<file path="config.mk">
export PLATFORM = sky130hd
export DESIGN_NAME = cpw_front
export DESIGN_NICKNAME = d
export VERILOG_FILES = /design/src/rtl/cpw_pkg.sv /design/src/rtl/cpw_addr_map.sv /design/src/rtl/cpw_scu_regs.sv /design/src/rtl/cpw_irq_route.sv /design/src/rtl/cpw_front.sv
export SDC_FILE = /design/constraint.sdc
export NUM_CORES = 1
export LEC_CHECK = 0
export BUFFER_PORTS_ARGS = -buffer_cell sky130_fd_sc_hd__buf_4
export CAP_MARGIN = 30
export CORE_AREA = 4 4 311 313
export DETAILED_ROUTE_END_ITERATION = 8
export DIE_AREA = 0 0 315 317
export GPL_TIMING_DRIVEN = 0
export PLACE_DENSITY = 0.38
export SLEW_MARGIN = 20
export SYNTH_ARGS = -nofsm -noshare
export SYNTH_HDL_FRONTEND = slang
export SYNTH_SLANG_ARGS = --single-unit
</file>
<file path="constraint.sdc">
create_clock -name clk -period 12.2 [get_ports clk]
set_input_delay 1.83 -clock clk [delete_from_list [all_inputs] [get_ports clk]]
set_output_delay 1.83 -clock clk [all_outputs]
set_load 0.01 [all_outputs]
</file>
<file path="src/rtl/cpw_pkg.sv">
package cpw_pkg;

  // Window geometry
  localparam int ADDR_W     = 13;
  localparam int DATA_W     = 32;
  localparam int OFF_W      = 12;
  localparam int CID_W      = 2;
  localparam int IDX_W      = 4;
  localparam int BANK_W     = 32;

  // Page numbers (address bits [11:8]) where each slot row starts
  localparam int CPUIF_PAGE0 = 1;
  localparam int TMR_PAGE0   = 6;

  // Byte limits inside a timer page
  localparam logic [7:0] TMR_END = 8'h20;
  localparam logic [7:0] WDT_END = 8'h40;

  // Snoop-control register offsets
  localparam logic [7:0] OFF_CTRL  = 8'h00;
  localparam logic [7:0] OFF_CFG   = 8'h04;
  localparam logic [7:0] OFF_STAT  = 8'h08;
  localparam logic [7:0] OFF_INVAL = 8'h0C;

  // Private interrupt positions inside a bank
  localparam int TMR_PPI = 29;
  localparam int WDT_PPI = 30;

  typedef enum logic [2:0] {
    RG_SCU,
    RG_CPUIF,
    RG_TMR,
    RG_WDT,
    RG_DIST,
    RG_NONE
  } region_e;

endpackage

</file>
<file path="src/rtl/cpw_addr_map.sv">
module cpw_addr_map
  import cpw_pkg::*;
#(
  parameter int NUM_CORES = 4
) (
  input  logic [ADDR_W-1:0] addr,
  output region_e           region,
  output logic [IDX_W-1:0]  slot_idx,
  output logic [OFF_W-1:0]  local_off
);

  localparam int LAST_SLOT = NUM_CORES;

  logic [3:0] page;
  logic [7:0] byte_off;
  int         row;

  always_comb begin
    page      = addr[11:8];
    byte_off  = addr[7:0];
    region    = RG_NONE;
    slot_idx  = '0;
    local_off = '0;
    row       = 0;
    if (addr[ADDR_W-1]) begin
      region    = RG_DIST;
      local_off = addr[OFF_W-1:0];
    end else if (page == 4'd0) begin
      region    = RG_SCU;
      local_off = {4'b0, byte_off};
    end else if (int'(page) < TMR_PAGE0) begin
      row = int'(page) - CPUIF_PAGE0;
      if (row <= LAST_SLOT) begin
        region    = RG_CPUIF;
        slot_idx  = IDX_W'(row);
        local_off = {4'b0, byte_off};
      end
    end else begin
      row = int'(page) - TMR_PAGE0;
      if (row <= LAST_SLOT) begin
        if (byte_off < TMR_END) begin
          region    = RG_TMR;
          slot_idx  = IDX_W'(row);
          local_off = {7'b0, byte_off[4:0]};
        end else if (byte_off < WDT_END) begin
          region    = RG_WDT;
          slot_idx  = IDX_W'(row);
          local_off = {7'b0, byte_off[4:0]};
        end
      end
    end
  end

endmodule

</file>
<file path="src/rtl/cpw_scu_regs.sv">
module cpw_scu_regs
  import cpw_pkg::*;
#(
  parameter int NUM_CORES = 4
) (
  input  logic              clk,
  input  logic              rst_n,
  input  logic              acc,
  input  logic              we,
  input  logic [7:0]        off,
  input  logic              wbit,
  output logic [DATA_W-1:0] rd_word,
  output logic              bad
);

  localparam int MASK_LSB = 4;

  logic              ctrl_q;
  logic              ctrl_d;
  logic              ctrl_en;
  logic [DATA_W-1:0] cfg_word;
  logic              off_ok;

  // Configuration word derived from the core count
  always_comb begin
    cfg_word                      = '0;
    cfg_word[CID_W-1:0]           = CID_W'(NUM_CORES - 1);
    cfg_word[MASK_LSB +: NUM_CORES] = '1;
  end

  // Next state of the control bit
  always_comb begin
    ctrl_en = acc && we && (off == OFF_CTRL);
    ctrl_d  = ctrl_en ? wbit : ctrl_q;
  end

  always_ff @(posedge clk or negedge rst_n) begin
    if (!rst_n) ctrl_q <= 1'b0;
    else if (ctrl_en) ctrl_q <= ctrl_d;
  end

  // Offset legality and read mux
  always_comb begin
    if (we) off_ok = (off == OFF_CTRL) || (off == OFF_INVAL);
    else    off_ok = (off == OFF_CTRL) || (off == OFF_CFG) ||
                     (off == OFF_STAT) || (off == OFF_INVAL);
    bad = acc && !off_ok;
    case (off)
      OFF_CTRL: rd_word = {{(DATA_W-1){1'b0}}, ctrl_q};
      OFF_CFG:  rd_word = cfg_word;
      default:  rd_word = '0;
    endcase
  end

  // a control write keeps write-data bit 0
  a_r1_ctrl_bit0: assert property (@(posedge clk) disable iff (!rst_n)
    (acc && we && off == OFF_CTRL) |=> (ctrl_q == $past(wbit)));

  // writes anywhere but offset 0 leave the control bit alone
  a_r4_ctrl_kept: assert property (@(posedge clk) disable iff (!rst_n)
    (acc && we && off != OFF_CTRL) |=> $stable(ctrl_q));

endmodule

</file>
<file path="src/rtl/cpw_irq_route.sv">
module cpw_irq_route
  import cpw_pkg::*;
#(
  parameter int NUM_CORES = 4
) (
  input  logic [NUM_CORES-1:0]        tmr_irq,
  input  logic [NUM_CORES-1:0]        wdt_irq,
  output logic [NUM_CORES*BANK_W-1:0] ppi_irq
);

  for (genvar c = 0; c < NUM_CORES; c++) begin : g_core
    logic [BANK_W-1:0] bank;
    always_comb begin
      bank          = '0;
      bank[TMR_PPI] = tmr_irq[c];
      bank[WDT_PPI] = wdt_irq[c];
    end
    assign ppi_irq[c*BANK_W +: BANK_W] = bank;
  end

endmodule

</file>
<file path="src/rtl/cpw_front.sv">
module cpw_front
  import cpw_pkg::*;
#(
  parameter int NUM_CORES = 4
) (
  input  logic                               clk,
  input  logic                               rst_n,
  input  logic                               bus_req,
  input  logic                               bus_we,
  input  logic [ADDR_W-1:0]                  bus_addr,
  input  logic [DATA_W-1:0]                  bus_wdata,
  input  logic [CID_W-1:0]                   bus_core,
  output logic [DATA_W-1:0]                  bus_rdata,
  output logic                               bus_ready,
  output logic                               bus_err,
  output logic [NUM_CORES:0]                 cpuif_sel,
  output logic [NUM_CORES:0]                 tmr_sel,
  output logic [NUM_CORES:0]                 wdt_sel,
  output logic                               dist_sel,
  output logic                               slot_we,
  output logic [DATA_W-1:0]                  slot_wdata,
  output logic [OFF_W-1:0]                   slot_off,
  output logic [CID_W-1:0]                   slot_core,
  input  logic [(NUM_CORES+1)*DATA_W-1:0]    cpuif_rdata,
  input  logic [(NUM_CORES+1)*DATA_W-1:0]    tmr_rdata,
  input  logic [(NUM_CORES+1)*DATA_W-1:0]    wdt_rdata,
  input  logic [DATA_W-1:0]                  dist_rdata,
  input  logic [NUM_CORES-1:0]               tmr_irq,
  input  logic [NUM_CORES-1:0]               wdt_irq,
  output logic [NUM_CORES*BANK_W-1:0]        ppi_irq
);

  localparam int NSLOT = NUM_CORES + 1;

  region_e           region;
  logic [IDX_W-1:0]  slot_idx;
  logic [OFF_W-1:0]  local_off;
  logic [DATA_W-1:0] scu_rd;
  logic              scu_bad;
  logic              scu_acc;
  logic              any_core_sel;
  logic              any_sel;
  logic [DATA_W-1:0] slot_rd;
  logic [DATA_W-1:0] rd_mux;

  logic              rsp_en;
  logic              ready_d, ready_q;
  logic              err_d, err_q;
  logic [DATA_W-1:0] data_d, data_q;

  cpw_addr_map #(.NUM_CORES(NUM_CORES)) u_map (
    .addr      (bus_addr),
    .region    (region),
    .slot_idx  (slot_idx),
    .local_off (local_off)
  );

  assign scu_acc = bus_req && (region == RG_SCU);

  cpw_scu_regs #(.NUM_CORES(NUM_CORES)) u_scu (
    .clk     (clk),
    .rst_n   (rst_n),
    .acc     (scu_acc),
    .we      (bus_we),
    .off     (local_off[7:0]),
    .wbit    (bus_wdata[0]),
    .rd_word (scu_rd),
    .bad     (scu_bad)
  );

  cpw_irq_route #(.NUM_CORES(NUM_CORES)) u_irq (
    .tmr_irq (tmr_irq),
    .wdt_irq (wdt_irq),
    .ppi_irq (ppi_irq)
  );

  // Per-slot select strobes
  for (genvar s = 0; s < NSLOT; s++) begin : g_slot
    assign cpuif_sel[s] = bus_req && (region == RG_CPUIF) && (slot_idx == IDX_W'(s));
    assign tmr_sel[s]   = bus_req && (region == RG_TMR)   && (slot_idx == IDX_W'(s));
    assign wdt_sel[s]   = bus_req && (region == RG_WDT)   && (slot_idx == IDX_W'(s));
  end
  assign dist_sel = bus_req && (region == RG_DIST);

  // Slot sideband
  always_comb begin
    any_core_sel = |{cpuif_sel, tmr_sel, wdt_sel};
    any_sel      = any_core_sel || dist_sel;
    slot_we      = any_sel && bus_we;
    slot_wdata   = bus_wdata;
    slot_off     = any_sel ? local_off : '0;
    if (!any_core_sel)          slot_core = '0;
    else if (slot_idx == '0)    slot_core = bus_core;
    else                        slot_core = CID_W'(slot_idx - IDX_W'(1));
  end

  // Read data of the selected slot
  always_comb begin
    slot_rd = dist_sel ? dist_rdata : '0;
    for (int s = 0; s < NSLOT; s++) begin
      if (cpuif_sel[s]) slot_rd = slot_rd | cpuif_rdata[s*DATA_W +: DATA_W];
      if (tmr_sel[s])   slot_rd = slot_rd | tmr_rdata[s*DATA_W +: DATA_W];
      if (wdt_sel[s])   slot_rd = slot_rd | wdt_rdata[s*DATA_W +: DATA_W];
    end
    rd_mux = scu_acc ? scu_rd : slot_rd;
  end

  // Response next state
  always_comb begin
    rsp_en  = bus_req || ready_q;
    ready_d = bus_req;
    err_d   = bus_req && ((region == RG_NONE) || scu_bad);
    data_d  = (bus_req && !bus_we && !err_d) ? rd_mux : '0;
  end

  always_ff @(posedge clk or negedge rst_n) begin
    if (!rst_n) begin
      ready_q <= 1'b0;
      err_q   <= 1'b0;
      data_q  <= '0;
    end else if (rsp_en) begin
      ready_q <= ready_d;
      err_q   <= err_d;
      data_q  <= data_d;
    end
  end

  assign bus_ready = ready_q;
  assign bus_err   = err_q;
  assign bus_rdata = data_q;

  // a response follows every request, and only a request
  a_r11_ready_after_req: assert property (@(posedge clk) disable iff (!rst_n)
    bus_req |=> bus_ready);
  a_r11_no_ready_idle: assert property (@(posedge clk) disable iff (!rst_n)
    !bus_req |=> !bus_ready);

  // at most one slot strobe, none for unmapped space
  a_r8_sel_onehot: assert property (@(posedge clk) disable iff (!rst_n)
    $onehot0({cpuif_sel, tmr_sel, wdt_sel, dist_sel}));
  a_r8_unmapped_no_sel: assert property (@(posedge clk) disable iff (!rst_n)
    (region == RG_NONE) |-> ({cpuif_sel, tmr_sel, wdt_sel, dist_sel} == '0));

  // an error response never carries data
  a_r4_err_zero_data: assert property (@(posedge clk) disable iff (!rst_n)
    bus_err |-> (bus_rdata == '0));

  // alias slots carry the requester's core ID
  a_r10_alias_core: assert property (@(posedge clk) disable iff (!rst_n)
    (cpuif_sel[0] || tmr_sel[0] || wdt_sel[0]) |-> (slot_core == bus_core));

endmodule

</file>
# After elaboration in Yosys (flattened, before gate mapping)
# Cells that the tools add are included.
dict set report word_totals {
  register_bits 35
  input_bits 571
  output_inout_bits 225
}
dict set report classes {
  add_sub_neg 3
  n_lt_le_gt_ge 5
  n_eq_ne 12
  muxes 44
  n_bitwise 15
  n_reduce_logical 42
}
# op count
set op_table {}
lappend op_table {{$mux 32} 18}
lappend op_table {{$or 32x32->32} 15}
lappend op_table {{$mux 12} 6}
lappend op_table {{$le 32x4->1 const B} 2}
lappend op_table {{$mux 4} 7}
lappend op_table {{$logic_and 1x1->1} 27}
lappend op_table {{$mux 3} 7}
lappend op_table {{$eq 8x4->1 const B} 2}
lappend op_table {{$pmux 8 s2} 1}
lappend op_table {{$reduce_or 15->1} 1}
lappend op_table {{$eq 4x2->1 const B} 2}
lappend op_table {{$eq 8x3->1 const B} 1}
lappend op_table {{$logic_not 4->1} 2}
lappend op_table {{$logic_not 8->1} 1}
lappend op_table {{$lt 8x6->1 const B} 1}
lappend op_table {{$lt 8x7->1 const B} 1}
lappend op_table {{$mux 8} 1}
lappend op_table {{$logic_or 1x1->1} 7}
lappend op_table {{$eq 3x2->1 const B} 2}
lappend op_table {{$eq 3x3->1 const B} 2}
lappend op_table {{$mux 5} 1}
lappend op_table {{$sub 4x1->5 const B} 1}
lappend op_table {{$sub 4x3->5 const B} 1}
lappend op_table {{$eq 4x1->1 const B} 1}
lappend op_table {{other kinds (8)} 11}

# Longest topological paths before layout
dict set report depth {
  word_depth 42
  ltp_mapped 20
}

# Modules after synthesis
# A second synthesis with hierarchy kept.
dict set report unflattened {
  cells_unflattened 1005
  area_unflattened_um2 7865.0
}
# module instances cells_per_inst area_each_um2 seq_area_each_um2
set modules_own_cells {}
lappend modules_own_cells {cpw_front 1 775 6110.9 850.8}
lappend modules_own_cells {cpw_irq_route 1 129 964.7 0.0}
lappend modules_own_cells {cpw_addr_map 1 58 441.7 0.0}
lappend modules_own_cells {cpw_scu_regs 1 43 347.8 25.0}

# Worst setup path after synthesis
# OpenSTA, ideal clock, no wires.
dict set report synth_timing {
  path_kind {input to output}
  startpoint {in bus_addr[10]}
  endpoint {out slot_core[0]}
  t_arrival_ns 4.863
  t_required_ns 10.370
  slack_ns 5.507
  path_stages 14
  cell_sequence {buf_6 inv_1 ha_1 a21bo_2 or3_1 o2111ai_1 nor2_1 o21ai_0 ha_1 clkbuf_1 clkbuf_1 clkbuf_1 nand3_1 a211oi_1}
}
dict set report synth_between {
  elab_chain_len 11
}
# item line
set synth_rtl {}
lappend synth_rtl {{start, declared} cpw_front.sv:10} ;# input logic [ADDR_W-1:0] bus_addr,
lappend synth_rtl {{$sub 4x3->5 / $sub 4x1->5 (equally long branches)} {cpw_addr_map.sv:39, cpw_addr_map.sv:32}}
lappend synth_rtl {{$le 32x4->1 (tied with other cells)} cpw_addr_map.sv:40} ;# if (row <= LAST_SLOT) begin
lappend synth_rtl {{$mux 3 (tied with other cells)} cpw_addr_map.sv:40}
lappend synth_rtl {{$mux 3 / $mux 4 (equally long branches)} {cpw_addr_map.sv:31, cpw_addr_map.sv:40}}
lappend synth_rtl {{$mux 3 / $mux 4 (equally long branches)} {cpw_addr_map.sv:28, cpw_addr_map.sv:31}}
lappend synth_rtl {{$mux 3 / $mux 4 (equally long branches)} {cpw_addr_map.sv:25, cpw_addr_map.sv:28}}
lappend synth_rtl {{$eq 3x1->1 (tied with other cells)} cpw_front.sv:79} ;# assign cpuif_sel[s] = bus_req && (region == RG_CPUIF) && (slot_idx == IDX_W'(s));
lappend synth_rtl {{$logic_and 1x1->1 (tied with other cells)} cpw_front.sv:79}
lappend synth_rtl {{$logic_and 1x1->1 (on tied branches)} {cpw_front.sv:79, cpw_front.sv:80, cpw_front.sv:81}}
lappend synth_rtl {{$reduce_or 15->1} cpw_front.sv:87} ;# any_core_sel = |{cpuif_sel, tmr_sel, wdt_sel};
lappend synth_rtl {{$mux 2 *} cpw_front.sv:92} ;# if (!any_core_sel) slot_core = '0;
lappend synth_rtl {{end, declared} cpw_front.sv:23} ;# output logic [CID_W-1:0] slot_core,
# Mark *: on every way between the ends. The rest lies on a longest branch, timed or not.

# Worst setup path after layout
# Ends and elaborated chain as after synthesis.

==> impl_results.md <==
* Status: complete, no violations
* Mean post-synth cell area at 7.484 µm²
* Post-Place Cells at 3,013
* Total CTS buffers at 5
* # DRC at 0
* Final Skew at 10.69 ps
* Post-route minimum period at 8648 ps
* Setup_tns at 0 ps
* CTS tree: done
* Root buffer cell: clkbuf_16
* Most used DFF post-synth: dfrtp_1
* Drt first pass iters at 8
* Clk sinks at 35
* Placer's final routability congestion estimate at slightly above 0.8
* Top cell type's share of synthesized area at approximately 17%
* Final wirelength at 111.0 mm
* Setup violators final at 0
* Most common cell in the netlist: buf_4
* Max Transition Viols Final at 0
* Largest net degree at the start of global routing at 36
* DIE AREA at 99,860 µm²
* # H-tree levels at 2
* Fin cells at 3,033
* HPWL after detailed placement at 95.46 mm
* Chip height at about 320 µm
* Synth Register Bits at 35
* Synthesized cell area at 7169 µm²
* Clock-pin slew on the worst setup and hold paths at 60 ps
* Final core utilization at ~16%
* Critical Path Start Type: primary input
* Resize count post-CTS at 0
* Pleak at 6.863 nW
* Starting DRC count in detailed routing at approximately 990
* Setup bufs post-CTS at 0
* Share of layout cells above drive strength 1 at between 50 and 60%
* Gr usage total at 20.97%
* Wire per inst at roughly 37 µm
* Total power at 0.0007034 W
* Via/cell ratio at approximately 4
* Hold buffers post-CTS at 0
* Hold Vio Cnt, Final at 0
* RSZ-0062 raised after global routing: no
* Dominant cell type by area after synthesis: buf_4
* CP Data Required Time at 10,370 ps
* Maximum vdd drop at 0.00003513 V
* Asr flop ratio synth at 100.0%
* Total grt overflow at 0
* Synth-to-layout area growth at 105.6%
* Number of synthesized flops with an enable pin at 0
* Starting density of the core at 7.602%
* Total number of vias at 11,860
* Area of the core at 94,300 µm²
* Max-cap violations at 0
* WP data arrival at 6820 ps
* DRT antenna net count at 0
* Seq/Total Area, Yosys at 12.22%
* Initial antenna violation count at 40
* Syn Inst Count at 958
* FP Rows at about 110
* Hold WC Path Type: reg2reg
* WS Path Type: in2out
* Cell variety after synth at 80
* Vias in the first global route at 11,920
* Final net count at 2,338
* Synth area leaders: buf_4, dfrtp_1, a22oi_1
* Slew @ Worst Pin at 1108 ps
* CP endpoint kind: output pin
* Crit Path Max Fanout at 10
* Yosys warnings at 0
* Slew HR at between 20% and 30%
* Fmax at 115.6 MHz
* # IOs at 796
* I/O Buffers at 633
* Clk_lat worst skew at 310 ps
* Fin crit share at 70.89%
* First-pass GRT wire length at 134.4 mm
* CTS max path bufs at 2
* WHS at 501.0 ps
* Die W at ~320 µm
* Most frequent cells after synthesis: buf_4, a22oi_1, nand2_1
* Pwr/cell area at 47.71 nW/µm²
==> worst paths after layout <==
check                                   start             to  slack (ps)  cells after the start
worst max-delay path             bus_addr[10]   slot_core[0]        3550                     18
worst min-delay path            bus_rdata[30]  bus_rdata[30]         500                      1
worst max register to register      bus_ready  bus_rdata[16]        9000                      7
worst min register to register  bus_rdata[30]  bus_rdata[30]         500                      1
max in group asynchronous               rst_n  bus_rdata[30]       10220                      1
min in group asynchronous               rst_n   bus_rdata[3]        1530                      1
==> layer usage <==
layer  global-route usage [%]  vias to the layer above  routed length [µm]
met5                        0                        -                 188
met4                    3.820                       28                2022
met3                    4.888                       87                8337
met2                    34.62                      742               51130
met1                    28.10                     5876               49280
li1                         -                     5130                   -
==> final cells by class <==
class	instances	area, µm²
multi-input cells	789	5176
fillers	10940	79560
clock buffers	5	125.1
inverters	11	41.29
well taps	1265	1583
flip-flops and latches	35	875.8
repair buffers	671	5246
clock inverters	3	43.79
plain buffers	242	1622
diodes	12	30.03
==> stage by stage <==
step	worst slack, ps	area (µm²)
after global routing	3296	14710
final	3552	14740
after floorplan	5507	7616
after global placement	1594	13950
after detailed placement	3552	14540
after CTS	3547	14710
==> layout by cell type (no fill, tap or decap), types with 17 or more instances in the layout <==
| master | count |
|---|---|
| buf_2 | 30 |
| nand3_1 | 26 |
| a21oi_1 | 61 |
| clkbuf_2 | 21 |
| and3_1 | 17 |
| dfrtp_1 | 35 |
| a222oi_1 | 35 |
| a22oi_1 | 63 |
| a22o_1 | 28 |
| nand2_1 | 62 |
| buf_4 | 807 |
| nor3_1 | 17 |
| a31oi_1 | 29 |
| clkbuf_1 | 26 |
| conb_1 | 120 |
| o21ai_0 | 45 |
| a221oi_1 | 52 |
| nor2_1 | 38 |
==> sequential cells by signal (all words and copies together), names as in the netlist <==
name,cells
bus_err,1
u_scu.ctrl_q,1
bus_ready,1
bus_rdata,32
==> kinds of logic (layout without fill, tap and decap cells) <==
kind of cell,count (synthesis),after routing,synth area share (%)
multiplexers,27,27,4.049
adder cells (fa/ha/maj),12,12,2.094
AO/OA/AOI/OAI,393,393,41.20
AND/OR/NAND/NOR,236,236,17.49
buffers and inverters,253,932,22.77
flip-flops,35,35,12.22
other,1,132,0.05231
XOR/XNOR,1,1,0.1222
==> critical path, cell delays in order <==
cell and delay [ps]:
buf_4 100, buf_6 140, inv_1 70, ha_1 500, nor2b_1 220, o21ai_0 160, nand2_1 150, buf_2 340
nor2_1 70, o21ai_0 350, ha_1 210, clkbuf_1 540, clkbuf_2 510, buf_16 220, clkbuf_2 550, nand3_1 370
a211oi_1 320, buf_4 160
==> where the power goes <==
group	total (W)	switching (W)	internal (W)
Clock	0.000164	0.0000675	0.0000969
Sequential	0.000123	0.00000368	0.000119
Combinational	0.000416	0.000209	0.000207
Power figures use the tool's default switching activity.
